`src/rtl/cyclic_label_pkg.sv`:
```
package cyclic_label_pkg;
  localparam int unsigned FRAME_LEN = 64;
  localparam int unsigned LBL_W     = 6;
  localparam int unsigned INFO_LEN  = FRAME_LEN - LBL_W;
  // low-order terms of x^6 + x + 1 (the x^6 term is implied)
  localparam logic [LBL_W-1:0] GEN_TAPS = 6'b000011;

  typedef enum logic {
    MODE_CHECK  = 1'b0,
    MODE_INSERT = 1'b1
  } lbl_mode_e;
endpackage

```
`src/rtl/label_lfsr.sv`:
```
module label_lfsr #(
  parameter int unsigned W = 6,
  parameter logic [W-1:0] TAPS = 6'b000011
) (
  input  logic clk,
  input  logic rst,
  input  logic restart,
  input  logic feed,
  input  logic drain,
  input  logic din,
  output logic rem_msb,
  output logic rem_zero
);
  logic [W-1:0] rem_q;
  logic [W-1:0] base;
  logic         fb;

  always_comb begin
    base = restart ? '0 : rem_q;
    fb   = din ^ base[W-1];
  end

  always_ff @(posedge clk) begin
    if (rst) begin
      rem_q <= '0;
    end else if (feed) begin
      rem_q <= {base[W-2:0], 1'b0} ^ (fb ? TAPS : '0);
    end else if (drain) begin
      rem_q <= {rem_q[W-2:0], 1'b0};
    end
  end

  assign rem_msb  = rem_q[W-1];
  assign rem_zero = (rem_q == '0);
endmodule

```
`src/rtl/label_match.sv`:
```
module label_match (
  input  logic clk,
  input  logic rst,
  input  logic restart,
  input  logic cmp_en,
  input  logic verdict_en,
  input  logic rx_bit,
  input  logic exp_bit,
  output logic code_ok
);
  logic mis_q;
  logic err_now;

  assign err_now = cmp_en & (rx_bit ^ exp_bit);

  always_ff @(posedge clk) begin
    if (rst) begin
      mis_q   <= 1'b0;
      code_ok <= 1'b0;
    end else begin
      if (restart)     mis_q <= 1'b0;
      else if (cmp_en) mis_q <= mis_q | err_now;
      if (verdict_en)  code_ok <= ~(mis_q | err_now);
    end
  end
endmodule

```
`src/rtl/cyclic_label_unit.sv`:
```
module cyclic_label_unit
  import cyclic_label_pkg::*;
#(
  parameter int unsigned LW = LBL_W,
  parameter logic [LW-1:0] TAPS = GEN_TAPS
) (
  input  logic clk,
  input  logic rst,
  input  logic mode_ins,
  input  logic bit_in,
  input  logic mark_first,
  input  logic mark_label,
  input  logic mark_last,
  output logic bit_out,
  output logic code_ok
);
  lbl_mode_e mode_q;
  lbl_mode_e mode_now;
  logic      ins_now;
  logic      rem_msb;
  logic      rem_zero;

  always_comb begin
    mode_now = mark_first ? lbl_mode_e'(mode_ins) : mode_q;
    ins_now  = (mode_now == MODE_INSERT);
  end

  always_ff @(posedge clk) begin
    if (rst) mode_q <= MODE_CHECK;
    else if (mark_first) mode_q <= lbl_mode_e'(mode_ins);
  end

  label_lfsr #(.W(LW), .TAPS(TAPS)) u_lfsr (
    .clk     (clk),
    .rst     (rst),
    .restart (mark_first),
    .feed    (~mark_label),
    .drain   (mark_label),
    .din     (bit_in),
    .rem_msb (rem_msb),
    .rem_zero(rem_zero)
  );

  label_match u_match (
    .clk       (clk),
    .rst       (rst),
    .restart   (mark_first),
    .cmp_en    (mark_label & ~ins_now),
    .verdict_en(mark_last & ~ins_now),
    .rx_bit    (bit_in),
    .exp_bit   (rem_msb),
    .code_ok   (code_ok)
  );

  always_ff @(posedge clk) begin
    if (rst) bit_out <= 1'b0;
    else     bit_out <= (mark_label & ins_now) ? rem_msb : bit_in;
  end
endmodule

```
`config.mk`:
```
export PLATFORM = sky130hd
export DESIGN_NAME = cyclic_label_unit
export DESIGN_NICKNAME = d
export VERILOG_FILES = /design/src/rtl/cyclic_label_pkg.sv /design/src/rtl/label_lfsr.sv /design/src/rtl/label_match.sv /design/src/rtl/cyclic_label_unit.sv
export SDC_FILE = /design/constraint.sdc
export NUM_CORES = 1
export LEC_CHECK = 0
export CORE_AREA = 2 2 39 41
export CTS_CLUSTER_SIZE = 8
export DETAILED_ROUTE_END_ITERATION = 8
export DIE_AREA = 0 0 41 43
export PLACE_DENSITY_LB_ADDON = 0.15
export SKIP_LAST_GASP = 1
export SYNTH_ARGS = -nofsm -noshare
export SYNTH_HDL_FRONTEND = slang
export SYNTH_HIERARCHICAL = 1
export SYNTH_SLANG_ARGS = --single-unit
```
`constraint.sdc`:
```
create_clock -name clk -period 1.3 [get_ports clk]
set_clock_uncertainty 0.2 [all_clocks]
set_input_delay 0.325 -clock clk [delete_from_list [all_inputs] [get_ports clk]]
set_output_delay 0.325 -clock clk [all_outputs]
set_load 0.02 [all_outputs]
```
# Yosys cells after proc, flatten, opt, wreduce, memory -nomap -nowiden
# Cells that the tools add are included.
# W data, S select, Z words.
# word_totals
out_inout_bits	2
word_cells	23
n_memories	0
latch_bits	0
mem_bits_rw	0
input_bits	7
rom_bits	0
reg_bits	10
# classes
div	0
n_eq_ne	0
magnitude_cmp	0
multipliers	0
bitwise_logic	10
addsub	0
n_reduce_logical	2
shifts	0
muxes	5
# op_table
op	n
$mux W6	2
$xor A6 B6 Y6	1
$and A1 B1 Y1	4
$reduce_or A2 Y1	2
$mux W1	2
$mux W2	1
$not A1 Y1	2
$xor A1 B1 Y1	2
$or A1 B1 Y1	1

# Longest topological paths before layout
# depth
word_depth	6
depth_mapped	4
depth_no_buf	4

# Cells and area by module
# The synthesis kept the hierarchy.
# modules_own_cells
module	seq_area_each_um2	area_each_um2	n_inst	cells_per_inst
label_lfsr	120.1	281.5	1	34
label_match	40.0	102.6	1	10
cyclic_label_unit	40.0	97.6	1	10

# Least setup slack after synthesis
# OpenSTA, ideal clock, no wires.
# synth_path
path_kind	input -> register
start	input mark_first
end	register u_match.mis_q
arrival_time_ns	1.169
cell_stages	4
path_slack_ns	-0.139
path_buffers	0
setup_ns	0.070
t_required_ns	1.030
cell_sequence	mux2i_2 -> and2_2 -> or3b_1 -> o2bb2ai_1
# synth_via
elab_chain_len	5
elab_cells_between_ends	6
classes_between	mux: 1; bitwise: 4; reduce/logical: 1
# synth_rtl
item	line	source
from (decl)	cyclic_label_unit.sv:11	input logic mark_first,
$mux W1	--	
$not A1 Y1	cyclic_label_unit.sv:48	.cmp_en (mark_label & ~ins_now),
$and A1 B1 Y1	cyclic_label_unit.sv:48	
$and A1 B1 Y1	label_match.sv:14	assign err_now = cmp_en & (rx_bit ^ exp_bit);
$or A1 B1 Y1	label_match.sv:22	else if (cmp_en) mis_q <= mis_q | err_now;
to (signal assigned)	label_match.sv:22	
to (decl)	label_match.sv:11	logic mis_q;
# Several ways; a longest one is shown, not always the timed one.
# A chain may end at the register's enable or synchronous reset.

# Worst setup path in the final report
# layout_path
start	register mode_q
end	register u_match.mis_q
# layout_via
elab_chain_len	5
# layout_rtl
item	line	source
from (decl)	cyclic_label_unit.sv:17	lbl_mode_e mode_q;
from (signal assigned)	cyclic_label_unit.sv:30	else if (mark_first) mode_q <= lbl_mode_e'(mode_ins);
$mux W1 *	--	
$not A1 Y1 *	cyclic_label_unit.sv:48	
$and A1 B1 Y1 *	cyclic_label_unit.sv:48	
$and A1 B1 Y1	label_match.sv:14	
$or A1 B1 Y1	label_match.sv:22	
# Mark *: on every way between the ends. The rest lies on a longest branch, timed or not.

==> impl_metrics.ini <==
[hold_path]
hold_end = u_lfsr/rem_q[2]
hold_path_class = reg -> reg
hp-start = u_lfsr/rem_q[2]
holdPathStages = 2

[timing]
finalSetupTns_ps = -150
slew_viol_final = 0
setup_violations = 2
fmax_ghz = 0.712
hold_viol = 0
fin_crit_sh_pct = 108
fin_ws_ps = -104
slew_headroom_pct = 83.3
worst_slew_pin_slew_ps = 249
grt_setup_unrepaired = yes
period_needed_ps = 1400

[status]
status = finished, violations left
violations = setup timing

[drt]
vias_per_cell = 5.13
dr_wl_met2_um = 477
vias = 457
drc = 0
met1_length_um = 479
top_layer = met4
wl_per_cell_um = 11.1
wirelength_um = 992
drtAntennaViolNets = 0
drt-initial-drc-count = 5
drtPass1Iterations = 2
wl_met3_um = 23

[cts]
clock-root-buffer = clkbuf_4
cts_buffer_depth = 2
clk_pin_slew_ps = 70
clock_sinks = 10
clk_latency_ps = 270
cts_hold_buf = 0
cts_max_level = 1
post_cts_buffers = 0
cts_buffers = 3
cts_tree = built

[global_route]
grt_pass1_wl_um = 1800
gr-total-overflow = 0
grt_usage_pct = 15.1
grt_max_degree = 8
grt_pass1_vias = 435
antenna_found_initial = 0

[setup_path]
worstSetupStartpointType = register
cp_max_fo = 3
cp_slowest_cell = or3b_1
path_cells = mux2i_4 -> and2_4 -> or3b_1 -> o2bb2ai_1
r2r_start = mode_q
arrival_ps = 1400
cp_slowest_stage_delay_ps = 350
crit_required_ps = 1300
worst_path_dominant_cell_family = simple AND/OR/NAND/NOR gates
r2r_slack_ps = -100
reg2reg_depth = 4
path_class = reg -> reg
cp_num_buf_inv = 0
cp-end-kind = register
r2r_end = u_match/mis_q

[floorplanning]
ios = 9
die_x_um = 41
coreArea_um2 = 1380
start_util_pct = 33.9
dieArea_um2 = 1760
rows = 14
die-height_um = 43

[power]
total_power_w = 0.000734
p_leak_nw = 0.259
power_per_cell_area_nw_per_um2 = 1090
vdd_drop_max_mv = 0.592

[place]
place_hpwl_um = 747
dp_slack_ps = -746
place_area_um2 = 646
port_buffers = 8
place.gp.congestion = 0.725

[synthesis]
synth_area_per_cell_um2 = 9.02
netlist_area_um2 = 469
syn_inst = 52
synthesis.nets = 59
yosys_warnings = 6

[finish]
final.fill_count = 137
final_cell_area_um2 = 676
drive_gt1_share_pct = 31.5
num_antenna_cells = 0
nets = 81
syn_to_final_growth_pct = 44.0

[run]
maxCapViolCount = 0
how the worst max path moves through the flow:
stage	start	slack [ps]	cells after the start	end
3_5_place_dp	mark_first	-750	5	u_match/mis_q
5_1_grt	mode_q	-130	4	u_match/mis_q
3_3_place_gp	mark_first	-690	5	u_match/mis_q
6_report	mode_q	-100	4	u_match/mis_q
4_1_cts	mode_q	-90	4	u_match/mis_q
2_1_floorplan	mark_first	-110	4	u_match/mis_q
cells in the final DEF, fill, tap and decap left out, drive strengths merged, types with 3 or more instances in the layout:
master / instances
a21oi: 5
nor2b: 3
clkbuf: 4
nor2: 3
nand2: 4
dfxtp: 10
or3b: 3
buf: 12
dlygate4sd2: 3
o21ai: 6
area by class of cell:
type	instances	area (um^2)	share of cell area, %
clock buffer	4	36.3	5.37
inverter	1	3.75	0.556
multi-input combinational	41	282	41.7
sequential	10	203	30.0
tap	16	20.0	2.96
timing repair buffer	17	131	19.4
routing by layer:
metal | vias up | track usage (%)
li1 | 234 | -
met1 | 216 | 19.3
met2 | 5 | 20.9
met3 | 2 | 4.71
met4 | 0 | 10.0
met5 | - | 0
stage by stage:
step / util (%) / instances / hold WS [ps]
after global routing: 48.8 / 89 / 296
after CTS: 48.2 / 89 / 257
final: 48.8 / 89 / 257
after global placement: 46.7 / 85 / 242
after floorplan: - / 52 / 187
after detailed placement: 46.7 / 85 / 245
where the power goes:
part | total, W | internal, W | switching [W] | leakage, nW
Sequential | 0.000327 | 0.000320 | 0.00000703 | 0.0827
Combinational | 0.000117 | 0.0000639 | 0.0000535 | 0.155
Clock | 0.000289 | 0.000170 | 0.000119 | 0.0210
Total | 0.000734 | 0.000554 | 0.000180 | 0.259
worst reg2reg max path, delay by kind of cell, from the launching register on:
family | cells | cell delay, ps
AOI/OAI and AO/OA | 1 | 140
DFF | 1 | 330
muxes | 1 | 150
and+or+nand+nor | 2 | 520
flip-flops by register name, indices dropped and copies added (netlist names):
register	cells
u_match/code_ok	1
bit_out	1
u_match/mis_q	1
u_lfsr/rem_q	6
mode_q	1
repair_timing:
item	in CTS	in global routing
gates cloned	0	0
endpoints found under the setup margin	12	8
pin swaps	2	1
gates resized for setup	18	2
hold endpoints to repair	0	0
No activity file was read; power rests on OpenSTA's default activity.
